## src/rtl/led_pkg.sv

```systemverilog
package led_pkg;
  localparam int LED_N    = 5;
  localparam int IDX_L10  = 0;
  localparam int IDX_L100 = 1;
  localparam int IDX_L1G  = 2;
  localparam int IDX_ACT  = 3;
  localparam int IDX_DPX  = 4;

  typedef enum logic [1:0] {
    SPD_10   = 2'd0,
    SPD_100  = 2'd1,
    SPD_1000 = 2'd2,
    SPD_RSVD = 2'd3
  } speed_e;

  // bit positions in the LED control register
  localparam int CTL_IDLE_BIT = 3;
  localparam int CTL_CRC_BIT  = 4;
  localparam int CTL_RED_BIT  = 5;
  // bit position in the mode register
  localparam int MODE_SEL_BIT = 0;
endpackage

```

## src/rtl/led_timebase.sv

```systemverilog
module led_timebase #(
  parameter int DIV     = 1000,
  parameter int BLINK_W = 6
) (
  input  logic clk,
  input  logic rst,
  output logic tick,
  output logic slow_ph,
  output logic fast_ph
);
  localparam int PW = (DIV > 2) ? $clog2(DIV) : 1;
  localparam logic [PW-1:0] LAST = PW'(DIV - 1);

  logic [PW-1:0]      pre_q;
  logic [BLINK_W-1:0] phase_q;

  always_ff @(posedge clk) begin
    if (rst) begin
      pre_q   <= '0;
      phase_q <= '0;
    end else if (pre_q == LAST) begin
      pre_q   <= '0;
      phase_q <= phase_q + 1'b1;
    end else begin
      pre_q <= pre_q + 1'b1;
    end
  end

  assign tick    = (pre_q == LAST);
  assign slow_ph = phase_q[BLINK_W-1];
  assign fast_ph = phase_q[BLINK_W-3];
endmodule

```

## src/rtl/led_stretch.sv

```systemverilog
module led_stretch #(
  parameter int TICKS = 50
) (
  input  logic clk,
  input  logic rst,
  input  logic tick,
  input  logic trig,
  output logic busy
);
  localparam int CW = $clog2(TICKS + 1);
  localparam logic [CW-1:0] LOAD = CW'(TICKS);

  logic [CW-1:0] cnt_q;

  always_ff @(posedge clk) begin
    if (rst)
      cnt_q <= '0;
    else if (trig)
      cnt_q <= LOAD;
    else if (tick && cnt_q != '0)
      cnt_q <= cnt_q - 1'b1;
  end

  assign busy = (cnt_q != '0);
endmodule

```

## src/rtl/led_cfg.sv

```systemverilog
module led_cfg
  import led_pkg::*;
(
  input  logic       clk,
  input  logic       rst,
  input  logic       wr_en,
  input  logic       sel,
  input  logic [7:0] wdata,
  output logic       red_en,
  output logic       idle_mod_en,
  output logic       crc_mod_en,
  output logic       four_in_one
);
  always_ff @(posedge clk) begin
    if (rst) begin
      red_en      <= 1'b0;
      idle_mod_en <= 1'b0;
      crc_mod_en  <= 1'b0;
      four_in_one <= 1'b0;
    end else if (wr_en) begin
      if (!sel) begin
        red_en      <= wdata[CTL_RED_BIT];
        idle_mod_en <= wdata[CTL_IDLE_BIT];
        crc_mod_en  <= wdata[CTL_CRC_BIT];
      end else begin
        four_in_one <= wdata[MODE_SEL_BIT];
      end
    end
  end
endmodule

```

## src/rtl/led_status_ctrl.sv

```systemverilog
module led_status_ctrl
  import led_pkg::*;
#(
  parameter int PRESCALE_DIV  = 50000,
  parameter int STRETCH_TICKS = 40,
  parameter int BLINK_W       = 6
) (
  input  logic             clk,
  input  logic             rst,
  input  logic [LED_N-1:0] strap_in,
  input  logic             cfg_wr_en,
  input  logic             cfg_sel,
  input  logic [7:0]       cfg_wdata,
  input  logic             link_up,
  input  logic [1:0]       link_speed,
  input  logic             tx_act,
  input  logic             rx_act,
  input  logic             full_duplex,
  input  logic             idle_err,
  input  logic             crc_err,
  output logic [LED_N-1:0] led_out
);
  logic [LED_N-1:0] strap_q;
  logic [LED_N-1:0] lit;
  logic             tick, slow_ph, fast_ph;
  logic             red_en, idle_mod_en, crc_mod_en, four_in_one;
  logic             act_raw, err_raw, act_busy, err_busy;
  logic             act_vis, err_vis, any_link;

  led_cfg u_cfg (
    .clk(clk), .rst(rst), .wr_en(cfg_wr_en), .sel(cfg_sel), .wdata(cfg_wdata),
    .red_en(red_en), .idle_mod_en(idle_mod_en), .crc_mod_en(crc_mod_en),
    .four_in_one(four_in_one)
  );

  led_timebase #(.DIV(PRESCALE_DIV), .BLINK_W(BLINK_W)) u_tb (
    .clk(clk), .rst(rst), .tick(tick), .slow_ph(slow_ph), .fast_ph(fast_ph)
  );

  assign act_raw = tx_act | rx_act;
  assign err_raw = (idle_err & idle_mod_en) | (crc_err & crc_mod_en);

  led_stretch #(.TICKS(STRETCH_TICKS)) u_act_st (
    .clk(clk), .rst(rst), .tick(tick), .trig(act_raw), .busy(act_busy)
  );

  led_stretch #(.TICKS(STRETCH_TICKS)) u_err_st (
    .clk(clk), .rst(rst), .tick(tick), .trig(err_raw), .busy(err_busy)
  );

  assign act_vis  = act_raw | act_busy;
  assign err_vis  = err_raw | err_busy;
  assign any_link = link_up & (link_speed != SPD_RSVD);

  always_comb begin
    lit = '0;
    if (red_en) begin
      if (four_in_one)
        lit[IDX_L10] = any_link & (~act_vis | slow_ph);
      else
        lit[IDX_L10] = any_link;
    end else begin
      lit[IDX_L10] = link_up & (link_speed == SPD_10);
    end
    lit[IDX_L100] = link_up & (link_speed == SPD_100);
    lit[IDX_L1G]  = link_up & (link_speed == SPD_1000);
    lit[IDX_ACT]  = err_vis ? fast_ph : act_vis;
    lit[IDX_DPX]  = link_up & full_duplex;
  end

  // strap capture and polarity-adapted registered outputs
  always_ff @(posedge clk) begin
    if (rst) begin
      strap_q <= strap_in;
      led_out <= strap_in;
    end else begin
      led_out <= lit ^ strap_q;
    end
  end
endmodule

```

## config.mk

```make
export PLATFORM = sky130hd
export DESIGN_NAME = led_status_ctrl
export DESIGN_NICKNAME = d
export VERILOG_FILES = /design/src/rtl/led_pkg.sv /design/src/rtl/led_timebase.sv /design/src/rtl/led_stretch.sv /design/src/rtl/led_cfg.sv /design/src/rtl/led_status_ctrl.sv
export SDC_FILE = /design/constraint.sdc
export NUM_CORES = 1
export LEC_CHECK = 0
export ABC_AREA = 0
export BUFFER_PORTS_ARGS = -buffer_cell sky130_fd_sc_hd__buf_2
export CORE_ASPECT_RATIO = 2
export CORE_MARGIN = 5
export CORE_UTILIZATION = 38
export DETAILED_ROUTE_END_ITERATION = 6
export PLACE_DENSITY = 0.63
export SETUP_SLACK_MARGIN = 0.05
export SLEW_MARGIN = 20
export SYNTH_ARGS = -nofsm -noshare
export SYNTH_HDL_FRONTEND = slang
export SYNTH_SLANG_ARGS = --single-unit
```

## constraint.sdc

```tcl
create_clock -name clk -period 3 [get_ports clk]
set_input_delay 0.15 -clock clk [delete_from_list [all_inputs] [get_ports clk]]
set_output_delay 0.15 -clock clk [all_outputs]
set_load 0.005 [all_outputs]
```

# Word level (Yosys, flattened, before mapping)
# Cells that the tools add are included.
[totals]
reg_bits = 48
output_inout_bits = 5
[classes]
n_addsub = 4
eq_ne = 4
mux = 8
bitwise_logic = 16
reduce_logical = 12
[ops]
columns = ["cell", "n"]
rows = [
  ["$mux W6", 4],
  ["$add A16 B1 Y16 const B", 1],
  ["$eq A16 B16 Y1 const B", 1],
  ["$reduce_bool A6 Y1", 2],
  ["$sub A6 B1 Y6 const B", 2],
  ["$and A1 B1 Y1", 8],
  ["$add A6 B1 Y6 const B", 1],
  ["$reduce_or A2 Y1", 3],
  ["$mux W5", 1],
  ["$or A1 B1 Y1", 5],
  ["$xor A5 B5 Y5", 1],
  ["$reduce_and A2 Y1", 2],
  ["$reduce_bool A2 Y1", 2],
  ["$mux W1", 3],
  ["$eq A2 B1 Y1 const B", 1],
  ["$eq A2 B2 Y1 const B", 1],
  ["$logic_and A1 B1 Y1", 2],
  ["$logic_not A2 Y1", 1],
  ["$ne A2 B2 Y1 const B", 1],
  ["$not A1 Y1", 2],
]

# Depth between registers and ports, before layout
[logic_depth]
word_depth = 9
ltp_mapped = 7

# By module
# From an unflattened synthesis, not the netlist that was laid out.
[unflattened]
cells_unflattened = 245
hier_area_um2 = 2253.4
[modules_own_cells]
columns = ["module", "n_inst", "cells_each", "area_per_inst_um2", "seq_area_each_um2"]
rows = [
  ["led_timebase", 1, 110, 970.9, 440.4],
  ["led_stretch", 2, 39, 331.6, 120.1],
  ["led_status_ctrl", 1, 40, 442.9, 250.2],
  ["led_cfg", 1, 17, 176.4, 80.1],
]

# Least setup slack after synthesis
# OpenSTA, ideal clock, no wires.
[synth_timing]
kind = "reg2reg"
startpoint = "register u_tb.pre_q[5]"
endpoint = "register u_err_st.cnt_q[4]"
setup_ns = 0.070
arrival_time_ns = 2.133
t_required_ns = 2.930
slack_ns = 0.797
path_stages_with_launch = 6
n_path_buf = 1
cell_sequence = "dfxtp_1 or4bb_1 or4_4 buf_6 or4_1 a21oi_1"
[synth_between]
elab_chain_cells = 2
[synth_rtl]
columns = ["element", "line", "rtl"]
rows = [
  ["start, declared", "led_timebase.sv:14", "logic [PW-1:0] pre_q;"],
  ["start signal, assigned", "led_timebase.sv:25", "pre_q <= pre_q + 1'b1;"],
  ["$eq A16 B16 Y1", "led_timebase.sv:29", "assign tick = (pre_q == LAST);"],
  ["$logic_and A1 B1 Y1", "led_stretch.sv:20", "else if (tick && cnt_q != '0)"],
  ["end signal, assigned", "led_stretch.sv:21", "cnt_q <= cnt_q - 1'b1;"],
  ["end, declared", "led_stretch.sv:13", "logic [CW-1:0] cnt_q;"],
]
# Every way passes these cells.
# A chain may end at the register's enable or synchronous reset.

# Worst setup path after layout
[layout_timing]
startpoint = "register u_tb.pre_q[5]"
endpoint = "register u_tb.phase_q[5]"
[layout_between]
elab_chain_cells = 1
[layout_rtl]
columns = ["element", "line", "rtl"]
rows = [
  ["$eq A16 B16 Y1", "led_timebase.sv:21", "end else if (pre_q == LAST) begin"],
  ["end signal, assigned", "led_timebase.sv:23", "phase_q <= phase_q + 1'b1;"],
  ["end, declared", "led_timebase.sv:15", "logic [BLINK_W-1:0] phase_q;"],
]
# Every way passes these cells.

==> impl_metrics.csv <==
group,metric,value,unit
sta,maxSlewHeadroom,67.1,%
clock_tree,clock_sinks,48,
clock_tree,clk_pin_slew_worst_paths,0.07,ns
grt,grt_overflow_total,0,
critical_path,required,3.23,ns
critical_path,crit_type,"reg -> reg",
sta,fin_crit_sh,79.4,%
clock_tree,cts_buffers,5,
synthesis,synth-edff-count,5,
status,status,"finished clean",
clock_tree,clockRootBuffer,"clkbuf_16",
placement,gp_congestion,0.799,
drt,drc_errors,0,
clock_tree,postCtsSetupRepairBufs,0,
finish,area_growth,16.5,%
synthesis,synthTopCellsByArea,"dfxtp_1 (39%), edfxtp_1 (6.9%), xnor2_1 (6.0%)",
clock_tree,clk_path_buf_depth,2,
power_and_ir_drop,irDropWorstVdd,584,uV
grt,antenna_found_initial,0,
synthesis,synth_top_cell_by_area,"dfxtp_1",
synthesis,yosysWarnings,0,
drt,drt-initial-drc-count,58,
grt,grt_pass1_vias,1727,
placement,dpl.hpwl,3450,microns
finish,drive_gt1_share,15.4,%
run,maxCapViolCount,0,
drt,antenna_left,0,
die,die_h,117,microns
synthesis,synth_top_area_share,39.4,%
drt,vias,1832,
clock_tree,htreeDepth,2,
drt,avgViaCountPerCell,5.49,
synthesis,synth_cell_types,43,
placement,io_buffer_count,25,
sta,hold_viol_final,0,
critical_path,crit_fanout,24,
sta,min_period,2.38,ns
drt,firstDrtPassIters,4,
clock_tree,insertion_delay,0.30,ns
grt,grt_pass1_wl,7600,microns
critical_path,start_kind,"flip-flop",
critical_path,arrival,2.61,ns
die,die_area,0.00745,sq mm
synthesis,yosys_most_used_dff,"dfxtp_1",
synthesis,synth-async-reset-ratio,0,%
die,io_pins,30,
sta,finClkSkew,0.00728,ns
clock_tree,cts_hold_buf,0,
finish,n_antenna_cell,0,
drt,routed_wl,4550,microns
die,die_x,63.6,microns
sta,rsz0062_at_grt,"false",
sta,max_freq,0.420,GHz
power_and_ir_drop,p_per_area,546,mW/mm^2
critical_path,slowest_stage,"or4_4",
critical_path,path_cells,"or4bb_1, or4_4, or4_1, a21oi_1",
synthesis,avgSynthCellArea,8.94,sq um
sta,finalSetupTns,0,ns
hold_path,hold_class,"in -> reg",
grt,grt_max_degree,29,
drt,post_drt_wl_per_cell,13.6,microns
sta,slew_violations,0,
die,row_count,39,
synthesis,synth_cells,244,
die,floorplan.initialDensity,38.5,%
synthesis,synth_nets,274,
synthesis,synth_seq_cells,48,
sta,finalSetupViolCount,0,
clock_tree,cts_tree,"yes",
placement,dp_slack,0.645,ns
sta,tightest_slew,0.492,ns
clock_tree,cts_resized,0,
finish,filler_cell_count,566,
power_and_ir_drop,p_leak,0.937,nW
die,core,0.00566,sq mm
sta,fin_ws,0.617,ns
grt,gr-usage-all-layers,13.2,%
critical_path,slowest_delay,0.70,ns
finish,fin_nets,302,
synthesis,seq_area_frac_synth,46.3,%
critical_path,end_kind,"flip-flop",
synthesis,synth_area,0.00218,sq mm
[final cells by class]
cell class | instances | area (sq um) | share of cell area [%]
clock buffers | 6 | 150 | 5.91
clock inverters | 2 | 17.5 | 0.689
inverters | 13 | 48.8 | 1.92
multi-input cells | 177 | 1100 | 43.2
flip-flops and latches | 48 | 1010 | 39.8
well taps | 61 | 76.3 | 3.00
repair buffers | 27 | 140 | 5.51
[cell families after synthesis]
group | count (synthesis) | synth area share, %
AND/OR/NAND/NOR | 102 | 24.3
buffers and inverters | 19 | 3.67
multiplexers | 4 | 1.89
AO/OA/AOI/OAI | 48 | 13.8
XOR/XNOR | 18 | 7.23
flip-flops | 48 | 46.3
adder cells (fa/ha/maj) | 5 | 2.87
[power breakdown]
part | internal (W) | total (W) | leakage, nW | switching [W]
sequential | 0.000671 | 0.000683 | 0.399 | 0.0000123
clock | 0.000362 | 0.000615 | 0.0822 | 0.000253
combinational | 0.0000393 | 0.0000888 | 0.456 | 0.0000495
[registers in the layout, indices dropped and copies added (netlist names)]
signal             flops
u_cfg.crc_mod_en       1
u_act_st.cnt_q         6
led_out                5
u_cfg.red_en           1
u_tb.pre_q            16
u_tb.phase_q           6
u_cfg.idle_mod_en      1
u_err_st.cnt_q         6
strap_q                5
u_cfg.four_in_one      1
[synth_stat cells (all sizes together), types with 2 or more instances]
library cell,number
dfxtp,43
nor2,32
nand2,20
xnor2,15
a21oi,13
inv,13
o21ai,13
nand3,10
or4,7
a31oi,6
nor4,6
edfxtp,5
ha,5
nand4,5
clkbuf,4
or3,4
mux2i,3
nor3,3
o31ai,3
xor2,3
a311oi,2
and3,2
buf,2
nand3b,2
nand4b,2
nor2b,2
nor3b,2
o311ai,2
o31a,2
or2,2
[routing by layer]
layer	wire length, microns	track usage, %	share of wire, %	vias to the layer above
met5	0	0	0	-
met4	174	9.29	3.8	0
met3	206	3.06	4.5	15
met2	2440	25.0	54	43
met1	1720	11.9	38	838
li1	-	-	-	936
[per-stage QoR]
step / cells / hold slack, ns / util, % / area (sq um) / total power (W)
2_1_floorplan: 244 / 0.249 / - / 2180 / 0.000747
3_3_place_gp: 326 / 0.343 / 41.9 / 2370 / 0.000786
3_5_place_dp: 326 / 0.343 / 41.9 / 2370 / 0.000788
4_1_cts: 334 / 0.0392 / 44.9 / 2540 / 0.00140
5_1_grt: 334 / 0.0362 / 44.9 / 2540 / 0.00144
6_report: 334 / 0.0451 / 44.9 / 2540 / 0.00139
[worst paths after layout]
kind         slack (ns)           endpoint               from  depth (start not counted)
max                0.62    u_tb.phase_q[5]      u_tb.pre_q[5]                          4
min reg2reg        0.47  u_cfg.four_in_one  u_cfg.four_in_one                          2
max reg2reg        0.62    u_tb.phase_q[5]      u_tb.pre_q[5]                          4
min                0.05         strap_q[0]        strap_in[0]                          1
[worst max-delay path, delay by kind of cell, from the launching register on]
family           cells  cell delay, ns
AND/OR/NAND/NOR      3            1.81
AO/OA/AOI/OAI        1            0.15
flip-flops           1            0.36
[placed cells by master, fill, tap and decap left out, types with 3 or more instances in the layout]
master and count:
nand4_1 5, xor2_1 3, inv_1 13, or3_1 4, nor3_1 3, or4_1 5, o21ai_0 13, buf_2 25
edfxtp_1 5, nand3_1 10, o31ai_1 3, clkbuf_16 6, a31oi_1 6, xnor2_1 15, ha_1 5, dfxtp_1 43
nor2_1 32, nor4_1 5, a21oi_1 13, nand2_1 20, mux2i_1 3
Note: power is estimated with default switching activity, not from simulation.
